[src/rtl/inc_pkg.sv]
package inc_pkg;

    // Width codes; the code value is the log2 of (width / 8)
    typedef enum logic [1:0] {
        SZ_BYTE   = 2'd0,
        SZ_HALF   = 2'd1,
        SZ_WORD   = 2'd2,
        SZ_DOUBLE = 2'd3
    } size_e;

    // Packed so that carry is bit 0 and overflow is bit 5
    typedef struct packed {
        logic ovf;
        logic sgn;
        logic zro;
        logic aux;
        logic par;
        logic cry;
    } flags_t;

    localparam int unsigned FLAG_W   = $bits(flags_t);
    localparam int unsigned SIZE_CNT = 4;

endpackage

[src/rtl/inc_size_lanes.sv]
module inc_size_lanes
    import inc_pkg::*;
#(
    parameter int unsigned DATA_W = 64
) (
    input  logic [DATA_W-1:0] operand,
    input  logic [DATA_W-1:0] sum,
    input  size_e             size,
    output logic [DATA_W-1:0] mask,
    output logic              op_msb,
    output logic              res_msb
);

    logic [SIZE_CNT-1:0][DATA_W-1:0] lane_mask;
    logic [SIZE_CNT-1:0]             lane_op_msb;
    logic [SIZE_CNT-1:0]             lane_res_msb;

    // One lane per supported width; each lane knows its mask and top bit
    for (genvar i = 0; i < SIZE_CNT; i++) begin : g_lane
        localparam int unsigned LANE_W = 8 << i;
        if (LANE_W >= DATA_W) begin : g_full
            assign lane_mask[i]    = {DATA_W{1'b1}};
            assign lane_op_msb[i]  = operand[DATA_W-1];
            assign lane_res_msb[i] = sum[DATA_W-1];
        end else begin : g_part
            assign lane_mask[i]    = {DATA_W{1'b1}} >> (DATA_W - LANE_W);
            assign lane_op_msb[i]  = operand[LANE_W-1];
            assign lane_res_msb[i] = sum[LANE_W-1];
        end
    end

    always_comb begin
        mask    = lane_mask[size];
        op_msb  = lane_op_msb[size];
        res_msb = lane_res_msb[size];
    end

endmodule

[src/rtl/inc_flag_gen.sv]
module inc_flag_gen
    import inc_pkg::*;
#(
    parameter int unsigned DATA_W = 64
) (
    input  logic [DATA_W-1:0] operand,
    input  size_e             size,
    input  logic              carry_in,
    output logic [DATA_W-1:0] result,
    output flags_t            flags
);

    logic [DATA_W-1:0] sum;
    logic [DATA_W-1:0] mask;
    logic              op_msb;
    logic              res_msb;

    assign sum = operand + {{(DATA_W-1){1'b0}}, 1'b1};

    inc_size_lanes #(
        .DATA_W (DATA_W)
    ) i_lanes (
        .operand (operand),
        .sum     (sum),
        .size    (size),
        .mask    (mask),
        .op_msb  (op_msb),
        .res_msb (res_msb)
    );

    always_comb begin
        result    = sum & mask;
        // Sign flips from clear to set only at the largest positive value
        flags.ovf = res_msb & ~op_msb;
        flags.sgn = res_msb;
        flags.zro = ~|result;
        flags.aux = &operand[3:0];
        flags.par = ~^sum[7:0];
        flags.cry = carry_in;
    end

endmodule

[src/rtl/inc_flag_unit.sv]
module inc_flag_unit
    import inc_pkg::*;
#(
    parameter int unsigned DATA_W = 64
) (
    input  logic              clk,
    input  logic              rst_n,
    input  logic              in_valid,
    input  logic [DATA_W-1:0] in_operand,
    input  logic [1:0]        in_width,
    input  logic              in_carry,
    output logic              out_valid,
    output logic [DATA_W-1:0] out_result,
    output logic [FLAG_W-1:0] out_flags
);

    typedef struct packed {
        logic              vld;
        logic [DATA_W-1:0] res;
        flags_t            flg;
    } stage_t;

    stage_t            stage_d, stage_q;
    logic [DATA_W-1:0] gen_result;
    flags_t            gen_flags;

    inc_flag_gen #(
        .DATA_W (DATA_W)
    ) i_gen (
        .operand  (in_operand),
        .size     (size_e'(in_width)),
        .carry_in (in_carry),
        .result   (gen_result),
        .flags    (gen_flags)
    );

    always_comb begin
        stage_d     = stage_q;
        stage_d.vld = in_valid;
        if (in_valid) begin
            stage_d.res = gen_result;
            stage_d.flg = gen_flags;
        end
    end

    always_ff @(posedge clk or negedge rst_n) begin
        if (!rst_n) begin
            stage_q <= '0;
        end else begin
            stage_q <= stage_d;
        end
    end

    assign out_valid  = stage_q.vld;
    assign out_result = stage_q.res;
    assign out_flags  = stage_q.flg;

    AST_CARRY_KEPT: assert property (@(posedge clk) disable iff (!rst_n)
        out_valid |-> out_flags[0] == $past(in_carry));

    AST_OVF_HAS_SIGN: assert property (@(posedge clk) disable iff (!rst_n)
        out_valid && out_flags[5] |-> out_flags[4]);

    AST_ZERO_NOT_NEG: assert property (@(posedge clk) disable iff (!rst_n)
        out_valid |-> !(out_flags[3] && out_flags[4]));

    AST_BYTE_MASKED: assert property (@(posedge clk) disable iff (!rst_n)
        out_valid && $past(in_width) == 2'd0 |-> out_result[DATA_W-1:8] == '0);

    AST_ONE_CYCLE: assert property (@(posedge clk) disable iff (!rst_n)
        in_valid |=> out_valid);

    AST_IDLE_HOLD: assert property (@(posedge clk) disable iff (!rst_n)
        !in_valid |=> !out_valid && $stable(out_result) && $stable(out_flags));

endmodule

[config.mk]
export PLATFORM = sky130hd
export DESIGN_NAME = inc_flag_unit
export DESIGN_NICKNAME = d
export VERILOG_FILES = /design/src/rtl/inc_pkg.sv /design/src/rtl/inc_size_lanes.sv /design/src/rtl/inc_flag_gen.sv /design/src/rtl/inc_flag_unit.sv
export SDC_FILE = /design/constraint.sdc
export NUM_CORES = 1
export LEC_CHECK = 0
export ABC_CLOCK_PERIOD_IN_PS = 800
export BUFFER_PORTS_ARGS = -buffer_cell sky130_fd_sc_hd__buf_4
export CORE_MARGIN = 4
export CORE_UTILIZATION = 45
export DETAILED_ROUTE_END_ITERATION = 7
export PLACE_DENSITY = 0.74
export SYNTH_ARGS = -nofsm -noshare
export SYNTH_HDL_FRONTEND = slang
export SYNTH_SLANG_ARGS = --single-unit
[constraint.sdc]
create_clock -name clk -period 0.8 [get_ports clk]
set_input_delay 0 -clock clk [delete_from_list [all_inputs] [get_ports clk]]
set_output_delay 0 -clock clk [all_outputs]
set_load 0.05 [all_outputs]
==> flow_results.xml, run 1 <==
<?xml version="1.0" encoding="UTF-8"?>
<metrics>
  <group name="outcome">
    <metric name="outcome" unit="">stopped before the end</metric>
    <metric name="haltStage" unit="">5_1_grt</metric>
    <metric name="toolErrorMsg" unit="">[ERROR GRT-0228] Horizontal edge usage exceeds the maximum allowed. (1, 5) usage=65535 limit=3200</metric>
  </group>
  <group name="die">
    <metric name="boundaryPins" unit="">141</metric>
    <metric name="chipWidth" unit="um">113</metric>
    <metric name="core.rowCount" unit="">37</metric>
    <metric name="initial_utilization" unit="%">46.9</metric>
    <metric name="fp.dieH" unit="um">113</metric>
  </group>
  <group name="yosys">
    <metric name="proportion_of_synthesized_flip_flops_having_asynchronous_set_or_reset" unit="%">100</metric>
    <metric name="yosys_most_used_dff" unit="">sky130_fd_sc_hd__dfrtp_1</metric>
    <metric name="ys_warn_count" unit="">0</metric>
    <metric name="synth-seq-area-share" unit="%">36.0</metric>
    <metric name="netlist_instances" unit="">540</metric>
    <metric name="syn_nets" unit="">611</metric>
    <metric name="synth_enable_flop_cells" unit="">0</metric>
    <metric name="synth_area_per_cell" unit="um2">9.13</metric>
    <metric name="synth.distinct_cells" unit="">74</metric>
    <metric name="synth.ff_latch_count" unit="">71</metric>
    <metric name="synthesis.area" unit="mm2">0.00493</metric>
  </group>
  <group name="sta">
    <metric name="worst_endpoint" unit="">out_flags[3]$_DFFE_PN0P_/D</metric>
    <metric name="kind_of_the_worst_endpoint" unit="">register data pin</metric>
  </group>
  <group name="clocking">
    <metric name="clock-root-buffer" unit="">sky130_fd_sc_hd__clkbuf_8</metric>
    <metric name="clock_tree.buffer_depth" unit="">2</metric>
    <metric name="sinks_on_clock_net" unit="">71</metric>
    <metric name="cts-htree-levels" unit="">3</metric>
    <metric name="cts_inserted_buffers" unit="">9</metric>
  </group>
  <group name="place">
    <metric name="dpl_cell_area" unit="mm2">0.00772</metric>
    <metric name="hpwl" unit="um">14500</metric>
    <metric name="routabilityCongestion" unit="">0.983</metric>
    <metric name="port_buffers" unit="">140</metric>
  </group>
  <group name="global_routing">
    <metric name="largest_net_degree_at_the_start_of_global_routing" unit="">56</metric>
  </group>
</metrics>
-- kinds of logic after synthesis --
| family | after synthesis | share of synthesized area, % |
|---|---|---|
| buffers and inverters | 53 | 4.52 |
| flip-flops | 71 | 36.0 |
| multiplexers | 17 | 4.08 |
| adder cells (fa/ha/maj) | 1 | 0.254 |
| AND/OR/NAND/NOR | 217 | 26.4 |
| AO/OA/AOI/OAI | 118 | 17.6 |
| XOR/XNOR | 63 | 11.2 |
-- metrics by stage --
step	utilization [%]	setup TNS (ns)	hold slack, ns	worst slack, ns	cells
2_1_floorplan	-	-40.54	-0.296	-1.33	540
3_3_place_gp	73.5	-60.65	-0.139	-1.56	970
3_5_place_dp	73.5	-61.91	-0.134	-1.62	970
4_1_cts	90.9	-41.23	-0.164	-1.10	1051
-- synth_stat cells, types with 2 or more instances --
library cell	count	area (um2)
sky130_fd_sc_hd__a21o_1	8	60.1
sky130_fd_sc_hd__o2bb2ai_1	23	201
sky130_fd_sc_hd__and2_1	2	12.5
sky130_fd_sc_hd__nand4_1	25	156
sky130_fd_sc_hd__o31ai_1	13	97.6
sky130_fd_sc_hd__o21ai_0	22	110
sky130_fd_sc_hd__buf_4	3	22.5
sky130_fd_sc_hd__buf_2	10	50.1
sky130_fd_sc_hd__and3_1	9	56.3
sky130_fd_sc_hd__nand3_1	25	125
sky130_fd_sc_hd__inv_1	17	63.8
sky130_fd_sc_hd__nand2_1	47	176
sky130_fd_sc_hd__a31oi_1	3	18.8
sky130_fd_sc_hd__mux2_2	14	158
sky130_fd_sc_hd__and4_1	3	26.3
sky130_fd_sc_hd__xor2_1	25	219
sky130_fd_sc_hd__nor4_4	2	42.5
sky130_fd_sc_hd__nand4_4	3	63.8
sky130_fd_sc_hd__a21oi_1	21	105
sky130_fd_sc_hd__nor2b_1	2	12.5
sky130_fd_sc_hd__nor2_1	31	116
sky130_fd_sc_hd__dfrtp_1	71	1780
sky130_fd_sc_hd__nand4_2	3	37.5
sky130_fd_sc_hd__a31o_2	2	17.5
sky130_fd_sc_hd__buf_1	4	15.0
sky130_fd_sc_hd__nand3_4	2	35.0
sky130_fd_sc_hd__or4_1	9	67.6
sky130_fd_sc_hd__o221ai_1	2	17.5
sky130_fd_sc_hd__nor4_1	9	56.3
sky130_fd_sc_hd__nor4_2	3	37.5
sky130_fd_sc_hd__nand3_2	2	20.0
sky130_fd_sc_hd__o21ba_2	2	20.0
sky130_fd_sc_hd__xnor2_1	38	333
sky130_fd_sc_hd__o22ai_1	2	12.5
sky130_fd_sc_hd__clkbuf_1	19	71.3
sky130_fd_sc_hd__or3_1	5	31.3
sky130_fd_sc_hd__nor3_1	22	110
-- timing repair --
action                                  4_1_cts
endpoints found under the setup margin      134
endpoints found under the hold margin        73
pin swaps                                    71
setup buffers                                73
resized for setup                           245
hold buffers                                  2
==> inputs of run 2 (changes only) <==
--- a/config.mk
+++ b/config.mk
@@ -5,12 +5,12 @@
 export SDC_FILE = /design/constraint.sdc
 export NUM_CORES = 1
 export LEC_CHECK = 0
-export ABC_CLOCK_PERIOD_IN_PS = 800
+export ABC_CLOCK_PERIOD_IN_PS = 1000
 export BUFFER_PORTS_ARGS = -buffer_cell sky130_fd_sc_hd__buf_4
 export CORE_MARGIN = 4
-export CORE_UTILIZATION = 45
+export CORE_UTILIZATION = 30
 export DETAILED_ROUTE_END_ITERATION = 7
-export PLACE_DENSITY = 0.74
+export PLACE_DENSITY_LB_ADDON = 0.15
 export SYNTH_ARGS = -nofsm -noshare
 export SYNTH_HDL_FRONTEND = slang
 export SYNTH_SLANG_ARGS = --single-unit
==> constraint.sdc (replaced) <==
create_clock -name clk -period 1 [get_ports clk]
set_input_delay 0 -clock clk [delete_from_list [all_inputs] [get_ports clk]]
set_output_delay 0 -clock clk [all_outputs]
set_load 0.05 [all_outputs]
==> run 2 against run 1 <==
Compared with the run above: the flow now finishes, with violations (negative setup slack); synthesized area unchanged; synthesized cell count unchanged.
==> flow_results.xml, run 2 <==
<?xml version="1.0" encoding="UTF-8"?>
<metrics>
  <group name="drt">
    <metric name="num_vias" unit="">5770</metric>
    <metric name="drtIter0Drc" unit="">282</metric>
    <metric name="total_routed_wirelength" unit="um">21200</metric>
    <metric name="route.detailed.wl_per_inst" unit="um">18.6</metric>
    <metric name="remaining_number_of_nets_flagged_by_the_antenna_check_after_routing" unit="">0</metric>
    <metric name="drc_errors" unit="">0</metric>
    <metric name="drt-pass1-iter-count" unit="">4</metric>
    <metric name="detail_route.vias_per_cell" unit="">5.05</metric>
  </group>
  <group name="die">
    <metric name="chipWidth" unit="um">136</metric>
    <metric name="core_area" unit="mm2">0.0160</metric>
    <metric name="fp.dieH" unit="um">136</metric>
    <metric name="boundaryPins" unit="">141</metric>
    <metric name="core.rowCount" unit="">46</metric>
    <metric name="design.die.area" unit="mm2">0.0186</metric>
    <metric name="initial_utilization" unit="%">30.8</metric>
  </group>
  <group name="yosys">
    <metric name="netlist_instances" unit="">540</metric>
    <metric name="ys_warn_count" unit="">0</metric>
    <metric name="yosys-top-cells-area" unit="">sky130_fd_sc_hd__dfrtp_1, sky130_fd_sc_hd__xnor2_1, sky130_fd_sc_hd__xor2_1</metric>
    <metric name="synth-seq-area-share" unit="%">36.0</metric>
    <metric name="proportion_of_synthesized_flip_flops_having_asynchronous_set_or_reset" unit="%">100</metric>
    <metric name="synth.ff_latch_count" unit="">71</metric>
    <metric name="synth_enable_flop_cells" unit="">0</metric>
    <metric name="syn_nets" unit="">611</metric>
    <metric name="synthMostInstantiatedCell" unit="">sky130_fd_sc_hd__dfrtp_1</metric>
    <metric name="netlist.top_cell.by_area" unit="">sky130_fd_sc_hd__dfrtp_1</metric>
    <metric name="synth.distinct_cells" unit="">74</metric>
    <metric name="synth.top_cell.area_share" unit="%">36.0</metric>
    <metric name="synth_area_per_cell" unit="um2">9.13</metric>
    <metric name="netlist_top_cells_count" unit="">sky130_fd_sc_hd__dfrtp_1, sky130_fd_sc_hd__nand2_1, sky130_fd_sc_hd__xnor2_1, sky130_fd_sc_hd__nor2_1</metric>
    <metric name="synthesis.area" unit="mm2">0.00493</metric>
    <metric name="yosys_most_used_dff" unit="">sky130_fd_sc_hd__dfrtp_1</metric>
  </group>
  <group name="global_routing">
    <metric name="grt_pass1_wl" unit="um">33000</metric>
    <metric name="groute.usage.overall" unit="%">22.8</metric>
    <metric name="globalRouteMet1Util" unit="%">28.5</metric>
    <metric name="grt.met2_usage" unit="%">41.1</metric>
    <metric name="global_route_met3_usage" unit="%">3.29</metric>
    <metric name="top_usage_layer" unit="">met2</metric>
    <metric name="globalRoute.totalOverflow" unit="">0</metric>
    <metric name="grt_pass1_vias" unit="">6037</metric>
    <metric name="number_of_antenna_violations_at_the_first_check_in_global_routing" unit="">0</metric>
    <metric name="largest_net_degree_at_the_start_of_global_routing" unit="">72</metric>
  </group>
  <group name="worst_setup_path">
    <metric name="timing.critical_path.from" unit="">in_operand[0]</metric>
    <metric name="arr_time_crit_path" unit="ns">2.28</metric>
    <metric name="r2r-start" unit="">out_result[32]</metric>
    <metric name="crit_end" unit="">out_flags[3]</metric>
    <metric name="worstPathCellList" unit="">buf_8, ha_4, nand4_1, buf_4, nor4_4, buf_4, nand3_1, o21ai_0, o21ai_0, a2111oi_2, nand4_1, o32ai_2</metric>
    <metric name="worstSetupPathType" unit="">in -&gt; reg</metric>
    <metric name="timing.critical_path.depth" unit="">12</metric>
    <metric name="critical_path.slowest_cell" unit="">sky130_fd_sc_hd__a2111oi_2</metric>
    <metric name="critical-path-max-stage-delay" unit="ns">0.51</metric>
    <metric name="rrSetupSlack" unit="ns">0.15</metric>
    <metric name="worstPathBufferInverterCount" unit="">3</metric>
    <metric name="critPathRequiredTime" unit="ns">1.26</metric>
    <metric name="end_kind" unit="">register</metric>
    <metric name="worst_r2r_endpoint" unit="">out_result[32]</metric>
    <metric name="crit_family" unit="">compound AO/OA/AOI/OAI gates</metric>
    <metric name="timing.reg2reg.worst_path_depth" unit="">2</metric>
    <metric name="critPathMaxFanout" unit="">5</metric>
    <metric name="worst_setup_path_start_kind" unit="">input port</metric>
  </group>
  <group name="sta">
    <metric name="skew" unit="ns">0</metric>
    <metric name="setup_ws" unit="ns">-1.02</metric>
    <metric name="finalSetupViolations" unit="">54</metric>
    <metric name="post-route-period-util" unit="%">202</metric>
    <metric name="worst-slew-pin-transition" unit="ns">0.731</metric>
    <metric name="hold_viol" unit="">0</metric>
    <metric name="post-route-min-period" unit="ns">2.02</metric>
    <metric name="fmax" unit="MHz">494</metric>
    <metric name="slew_violations" unit="">0</metric>
    <metric name="max_slew_margin" unit="%">51.3</metric>
    <metric name="setup_repair_after_global_routing_missed_its_margin" unit="">yes</metric>
  </group>
  <group name="clocking">
    <metric name="clock-root-buffer" unit="">sky130_fd_sc_hd__clkbuf_16</metric>
    <metric name="clkLatencyLatePin" unit="ns">0.35</metric>
    <metric name="cts.clk_slew.worst_paths" unit="ns">0.07</metric>
    <metric name="cts_tree" unit="">done</metric>
    <metric name="clock_tree.buffer_depth" unit="">2</metric>
    <metric name="cts-htree-levels" unit="">3</metric>
    <metric name="sinks_on_clock_net" unit="">71</metric>
    <metric name="cts_inserted_buffers" unit="">9</metric>
  </group>
  <group name="pwr">
    <metric name="total_switching_power" unit="uW">3700</metric>
    <metric name="pwr-share-clk" unit="%">36.9</metric>
    <metric name="power.density" unit="mW/mm2">1080</metric>
    <metric name="cellInternalPower" unit="uW">7110</metric>
    <metric name="combPwrFrac" unit="%">33.1</metric>
    <metric name="cellLeakagePower" unit="uW">0.00453</metric>
    <metric name="fraction_of_power_consumed_by_sequential_logic" unit="%">30.0</metric>
    <metric name="irDropWorstVdd" unit="mV">0.967</metric>
    <metric name="final_total_pwr" unit="uW">10800</metric>
    <metric name="switching_share" unit="%">34.3</metric>
  </group>
  <group name="finish">
    <metric name="final_design_area_no_fill" unit="mm2">0.0101</metric>
    <metric name="post_route_cells_drive_above_1_share" unit="%">64.1</metric>
    <metric name="antenna_cells" unit="">0</metric>
    <metric name="finalNetCount" unit="">992</metric>
    <metric name="largest_reg_flops" unit="">64</metric>
    <metric name="final_core_util" unit="%">62.8</metric>
    <metric name="final_common_cell" unit="">sky130_fd_sc_hd__buf_4</metric>
    <metric name="layout_common_cells" unit="">sky130_fd_sc_hd__buf_4, sky130_fd_sc_hd__buf_6, sky130_fd_sc_hd__dfrtp_1, sky130_fd_sc_hd__nand2_1, sky130_fd_sc_hd__nand4_1</metric>
    <metric name="syn_to_final_growth" unit="%">104</metric>
    <metric name="post_layout_nonfiller_instances" unit="">1142</metric>
  </group>
  <group name="place">
    <metric name="dpl_cell_area" unit="mm2">0.00797</metric>
    <metric name="port_buffers" unit="">140</metric>
    <metric name="placedCellCount" unit="">1074</metric>
    <metric name="routabilityCongestion" unit="">0.906</metric>
    <metric name="hpwl" unit="um">15500</metric>
  </group>
  <group name="flow_run">
    <metric name="max_cap_viol_count" unit="">0</metric>
  </group>
  <group name="hold_path">
    <metric name="worstHoldPathType" unit="">in -&gt; reg</metric>
  </group>
  <group name="outcome">
    <metric name="outcome" unit="">finished, violations left</metric>
    <metric name="failed_checks" unit="">negative setup slack</metric>
  </group>
</metrics>
run 2: cell counts after synthesis:
Identical to the previous run, type by type.
run 2: metrics by stage:
| step | setup slack [ns] | hold WS (ns) | TNS (ns) |
|---|---|---|---|
| 2_1_floorplan | -1.13 | -0.296 | -28.57 |
| 3_3_place_gp | -1.43 | 0.0420 | -51.42 |
| 3_5_place_dp | -1.53 | 0.0470 | -52.99 |
| 4_1_cts | -0.965 | -0.144 | -22.52 |
| 5_1_grt | -1.15 | 0.0803 | -27.85 |
| 6_report | -1.02 | 0.0540 | -23.60 |
run 2: routing by layer:
layer  routed length (um)  vias up  part of all wire, %
met3                  859       22                  4.1
met5                    0        -                    0
met4                  292        0                  1.4
li1                     -     2769                    -
met2                11200      135                   53
met1                 8810     2844                   42
run 2: worst min-delay path, cell delays in order:
cell and delay [ns]:
sky130_fd_sc_hd__buf_8 0.08, sky130_fd_sc_hd__buf_4 0.11, sky130_fd_sc_hd__xnor2_1 0.13, sky130_fd_sc_hd__o2bb2ai_1 0.06
run 2: how the worst min path moves through the flow:
stage	from	to	slack (ns)	depth (start not counted)
2_1_floorplan	rst_n	out_flags[0]	-0.30	0
3_3_place_gp	rst_n	out_result[44]	0.04	2
3_5_place_dp	rst_n	out_result[44]	0.05	2
4_1_cts	in_operand[0]	out_result[0]	-0.14	2
5_1_grt	in_operand[23]	out_result[23]	0.08	4
6_report	in_operand[14]	out_result[14]	0.05	4
run 2: timing repair:
item | in CTS | in global routing
hold endpoints to repair | 74 | 1
hold buffers | 3 | 1
buffers inserted | 42 | 21
pin swaps | 67 | 48
resized for setup | 208 | 63
setup endpoints to repair | 58 | 59
run 2: area by class of cell:
cell class	instances	area, um2
Tap cell	216	270
Sequential cell	71	1780
Inverter	17	63.8
Timing Repair Buffer	406	3510
Fill cell	1349	5940
Multi-Input combinational cell	416	4080
Clock inverter	7	128
Clock buffer	9	225
run 2: power groups by stage:
stage	logic, uW	clock network [uW]	registers [uW]
after CTS	3430	4060	3240
after global routing	3770	4180	3270
after global placement	3080	0	3280
after detailed placement	3100	0	3290
after floorplan	851	0	4060
final	3580	4000	3240
run 2: logic make-up (layout without fill, tap and decap cells):
logic type / count (synthesis) / in the layout / synth area share, %
compound gates: 118 / 118 / 17.6
fa+ha+maj: 1 / 1 / 0.254
buf+inv: 53 / 439 / 4.52
flops: 71 / 71 / 36.0
xor+xnor: 63 / 63 / 11.2
mux: 17 / 17 / 4.08
simple gates: 217 / 217 / 26.4
Note: power is estimated with default switching activity, not from simulation.
==> inputs of run 3 (changes only) <==
--- a/config.mk
+++ b/config.mk
@@ -11,6 +11,7 @@
 export CORE_UTILIZATION = 30
 export DETAILED_ROUTE_END_ITERATION = 7
 export PLACE_DENSITY_LB_ADDON = 0.15
+export RECOVER_POWER = 25
 export SYNTH_ARGS = -nofsm -noshare
 export SYNTH_HDL_FRONTEND = slang
 export SYNTH_SLANG_ARGS = --single-unit
==> run 3 against run 2 <==
Compared with the run above: the run still ends with negative setup slack left; global-route usage unchanged; clock power about the same; final area about the same; via count about the same; core utilization shrank 0.055 points; count of clock-buffer cells in the layout stayed put; die area is the same; hold slack about the same; first-iteration DRC count stayed put; fmax barely moved; power is essentially flat; largest power group unchanged.
==> flow_results.xml, run 3 (synthesis gave the netlist of run 2 again) <==
<?xml version="1.0" encoding="UTF-8"?>
<metrics>
  <group name="sta">
    <metric name="skew" unit="ns">0</metric>
    <metric name="worst-slew-pin-transition" unit="ns">0.731</metric>
    <metric name="fin_setup_tns" unit="ns">-23.60</metric>
    <metric name="setup_repair_after_global_routing_missed_its_margin" unit="">yes</metric>
    <metric name="setup_ws" unit="ns">-1.02</metric>
    <metric name="finalSetupViolations" unit="">54</metric>
    <metric name="max_slew_margin" unit="%">51.2</metric>
    <metric name="slew_violations" unit="">0</metric>
    <metric name="fmax" unit="MHz">494</metric>
    <metric name="post-route-period-util" unit="%">202</metric>
    <metric name="post-route-min-period" unit="ns">2.02</metric>
    <metric name="hold_viol" unit="">0</metric>
  </group>
  <group name="drt">
    <metric name="drc_errors" unit="">0</metric>
    <metric name="detail_route.vias_per_cell" unit="">5.05</metric>
    <metric name="total_routed_wirelength" unit="um">21200</metric>
    <metric name="remaining_number_of_nets_flagged_by_the_antenna_check_after_routing" unit="">0</metric>
    <metric name="drtIter0Drc" unit="">282</metric>
    <metric name="num_vias" unit="">5772</metric>
    <metric name="route.detailed.wl_per_inst" unit="um">18.5</metric>
    <metric name="drt-pass1-iter-count" unit="">4</metric>
  </group>
  <group name="die">
    <metric name="chipWidth" unit="um">136</metric>
    <metric name="design.die.area" unit="mm2">0.0186</metric>
    <metric name="boundaryPins" unit="">141</metric>
    <metric name="initial_utilization" unit="%">30.8</metric>
    <metric name="fp.dieH" unit="um">136</metric>
    <metric name="core.rowCount" unit="">46</metric>
    <metric name="core_area" unit="mm2">0.0160</metric>
  </group>
  <group name="finish">
    <metric name="post_route_cells_drive_above_1_share" unit="%">64.1</metric>
    <metric name="finalNetCount" unit="">992</metric>
    <metric name="largest_reg_flops" unit="">64</metric>
    <metric name="syn_to_final_growth" unit="%">104</metric>
    <metric name="antenna_cells" unit="">0</metric>
    <metric name="final_common_cell" unit="">sky130_fd_sc_hd__buf_4</metric>
    <metric name="layout_common_cells" unit="">sky130_fd_sc_hd__buf_4, sky130_fd_sc_hd__buf_6, sky130_fd_sc_hd__dfrtp_1, sky130_fd_sc_hd__nand2_1, sky130_fd_sc_hd__nand4_1</metric>
  </group>
  <group name="worst_setup_path">
    <metric name="worst_r2r_endpoint" unit="">out_result[32]</metric>
    <metric name="arr_time_crit_path" unit="ns">2.28</metric>
    <metric name="rrSetupSlack" unit="ns">0.15</metric>
    <metric name="worstPathCellList" unit="">buf_8, ha_4, nand4_1, buf_4, nor4_4, buf_4, nand3_1, o21ai_0, o21ai_0, a2111oi_2, nand4_1, o32ai_2</metric>
    <metric name="critical_path.slowest_cell" unit="">sky130_fd_sc_hd__a2111oi_2</metric>
    <metric name="end_kind" unit="">register</metric>
    <metric name="timing.reg2reg.worst_path_depth" unit="">2</metric>
    <metric name="critical-path-max-stage-delay" unit="ns">0.51</metric>
    <metric name="critPathMaxFanout" unit="">5</metric>
    <metric name="r2r-start" unit="">out_result[32]</metric>
    <metric name="critPathRequiredTime" unit="ns">1.26</metric>
    <metric name="worst_setup_path_start_kind" unit="">input port</metric>
    <metric name="worstSetupPathType" unit="">in -&gt; reg</metric>
  </group>
  <group name="hold_path">
    <metric name="hold_path_startpoint" unit="">in_operand[14]</metric>
    <metric name="worstHoldPathType" unit="">in -&gt; reg</metric>
    <metric name="worstHoldPathCells" unit="">4</metric>
    <metric name="hold_end" unit="">out_result[14]</metric>
  </group>
  <group name="pwr">
    <metric name="cellLeakagePower" unit="uW">0.00453</metric>
    <metric name="total_switching_power" unit="uW">3710</metric>
    <metric name="cellInternalPower" unit="uW">7110</metric>
    <metric name="power.density" unit="mW/mm2">1080</metric>
    <metric name="pwr-share-clk" unit="%">37.0</metric>
    <metric name="irDropWorstVdd" unit="mV">0.967</metric>
    <metric name="switching_share" unit="%">34.3</metric>
    <metric name="fraction_of_power_consumed_by_sequential_logic" unit="%">30.0</metric>
    <metric name="combPwrFrac" unit="%">33.0</metric>
    <metric name="final_total_pwr" unit="uW">10800</metric>
  </group>
  <group name="place">
    <metric name="routabilityCongestion" unit="">0.906</metric>
    <metric name="post-place-ws" unit="ns">-1.53</metric>
    <metric name="hpwl" unit="um">15500</metric>
    <metric name="port_buffers" unit="">140</metric>
  </group>
  <group name="global_routing">
    <metric name="largest_net_degree_at_the_start_of_global_routing" unit="">72</metric>
    <metric name="groute.usage.overall" unit="%">22.8</metric>
    <metric name="top_usage_layer" unit="">met2</metric>
    <metric name="globalRouteMet1Util" unit="%">28.5</metric>
    <metric name="number_of_antenna_violations_at_the_first_check_in_global_routing" unit="">0</metric>
    <metric name="grt.met2_usage" unit="%">41.1</metric>
    <metric name="grt_pass1_wl" unit="um">33000</metric>
    <metric name="globalRoute.totalOverflow" unit="">0</metric>
    <metric name="grt_pass1_vias" unit="">6037</metric>
    <metric name="global_route_met3_usage" unit="%">3.29</metric>
  </group>
  <group name="clocking">
    <metric name="clock_tree.buffer_depth" unit="">2</metric>
    <metric name="cts.clk_slew.worst_paths" unit="ns">0.07</metric>
    <metric name="sinks_on_clock_net" unit="">71</metric>
    <metric name="cts_inserted_buffers" unit="">9</metric>
    <metric name="clkLatencyLatePin" unit="ns">0.35</metric>
    <metric name="clock-root-buffer" unit="">sky130_fd_sc_hd__clkbuf_16</metric>
    <metric name="cts_tree" unit="">done</metric>
    <metric name="cts-htree-levels" unit="">3</metric>
  </group>
  <group name="outcome">
    <metric name="outcome" unit="">finished, violations left</metric>
    <metric name="failed_checks" unit="">negative setup slack</metric>
  </group>
  <group name="flow_run">
    <metric name="max_cap_viol_count" unit="">0</metric>
  </group>
</metrics>
==> run 3: worst max-delay path: cells and delay by family <==
family / cells / cell delay (ns)
buf+inv: 3 / 0.47
simple gates: 4 / 0.69
fa+ha+maj: 1 / 0.13
compound gates: 4 / 0.99
==> run 3: final cells by class <==
class | instances | area, um2
clock buffer | 9 | 225
sequential | 71 | 1780
timing repair buffer | 406 | 3500
fill | 1349 | 5950
clock inverter | 7 | 128
multi-input combinational | 416 | 4080
inverter | 17 | 63.8
tap | 216 | 270
==> run 3: metrics by stage <==
stage | std cells | hold slack, ns | cell area, um2 | utilization, %
after CTS | 1126 | -0.144 | 9620 | 60.1
after global placement | 1074 | 0.0420 | 7970 | 49.8
after floorplan | 540 | -0.296 | 5240 | -
final | 1142 | 0.0540 | 10000 | 62.8
after detailed placement | 1074 | 0.0470 | 7970 | 49.8
after global routing | 1142 | 0.0803 | 10000 | 62.8
==> run 3: metal layers <==
layer,vias to the layer above,wire [um]
met5,-,0
met4,0,292
met3,22,874
met2,136,11200
met1,2845,8790
li1,2769,-
==> run 3: worst max-delay path by stage <==
| stage | start | endpoint | slack [ns] | depth (start not counted) |
|---|---|---|---|---|
| after floorplan | in_operand[0] | out_flags[3] | -1.13 | 10 |
| after global placement | in_operand[1] | out_flags[3] | -1.43 | 11 |
| after detailed placement | in_operand[1] | out_flags[3] | -1.53 | 11 |
| after CTS | in_operand[0] | out_flags[3] | -0.96 | 12 |
| after global routing | in_operand[0] | out_flags[3] | -1.15 | 12 |
| final | in_operand[0] | out_flags[3] | -1.02 | 12 |
==> run 3: power by group through the flow <==
stage | Sequential [uW] | Combinational (uW) | Clock [uW]
global placement | 3280 | 3080 | 0
global route | 3270 | 3770 | 4180
floorplan | 4060 | 851 | 0
detailed placement | 3290 | 3100 | 0
finish | 3240 | 3570 | 4000
CTS | 3240 | 3430 | 4060
==> run 3: repair_timing <==
action,CTS,global route
gates resized for setup,208,63
pin swaps,67,48
setup buffers,42,21
endpoints found under the hold margin,74,1
hold buffers,3,1
setup endpoints to repair,58,59
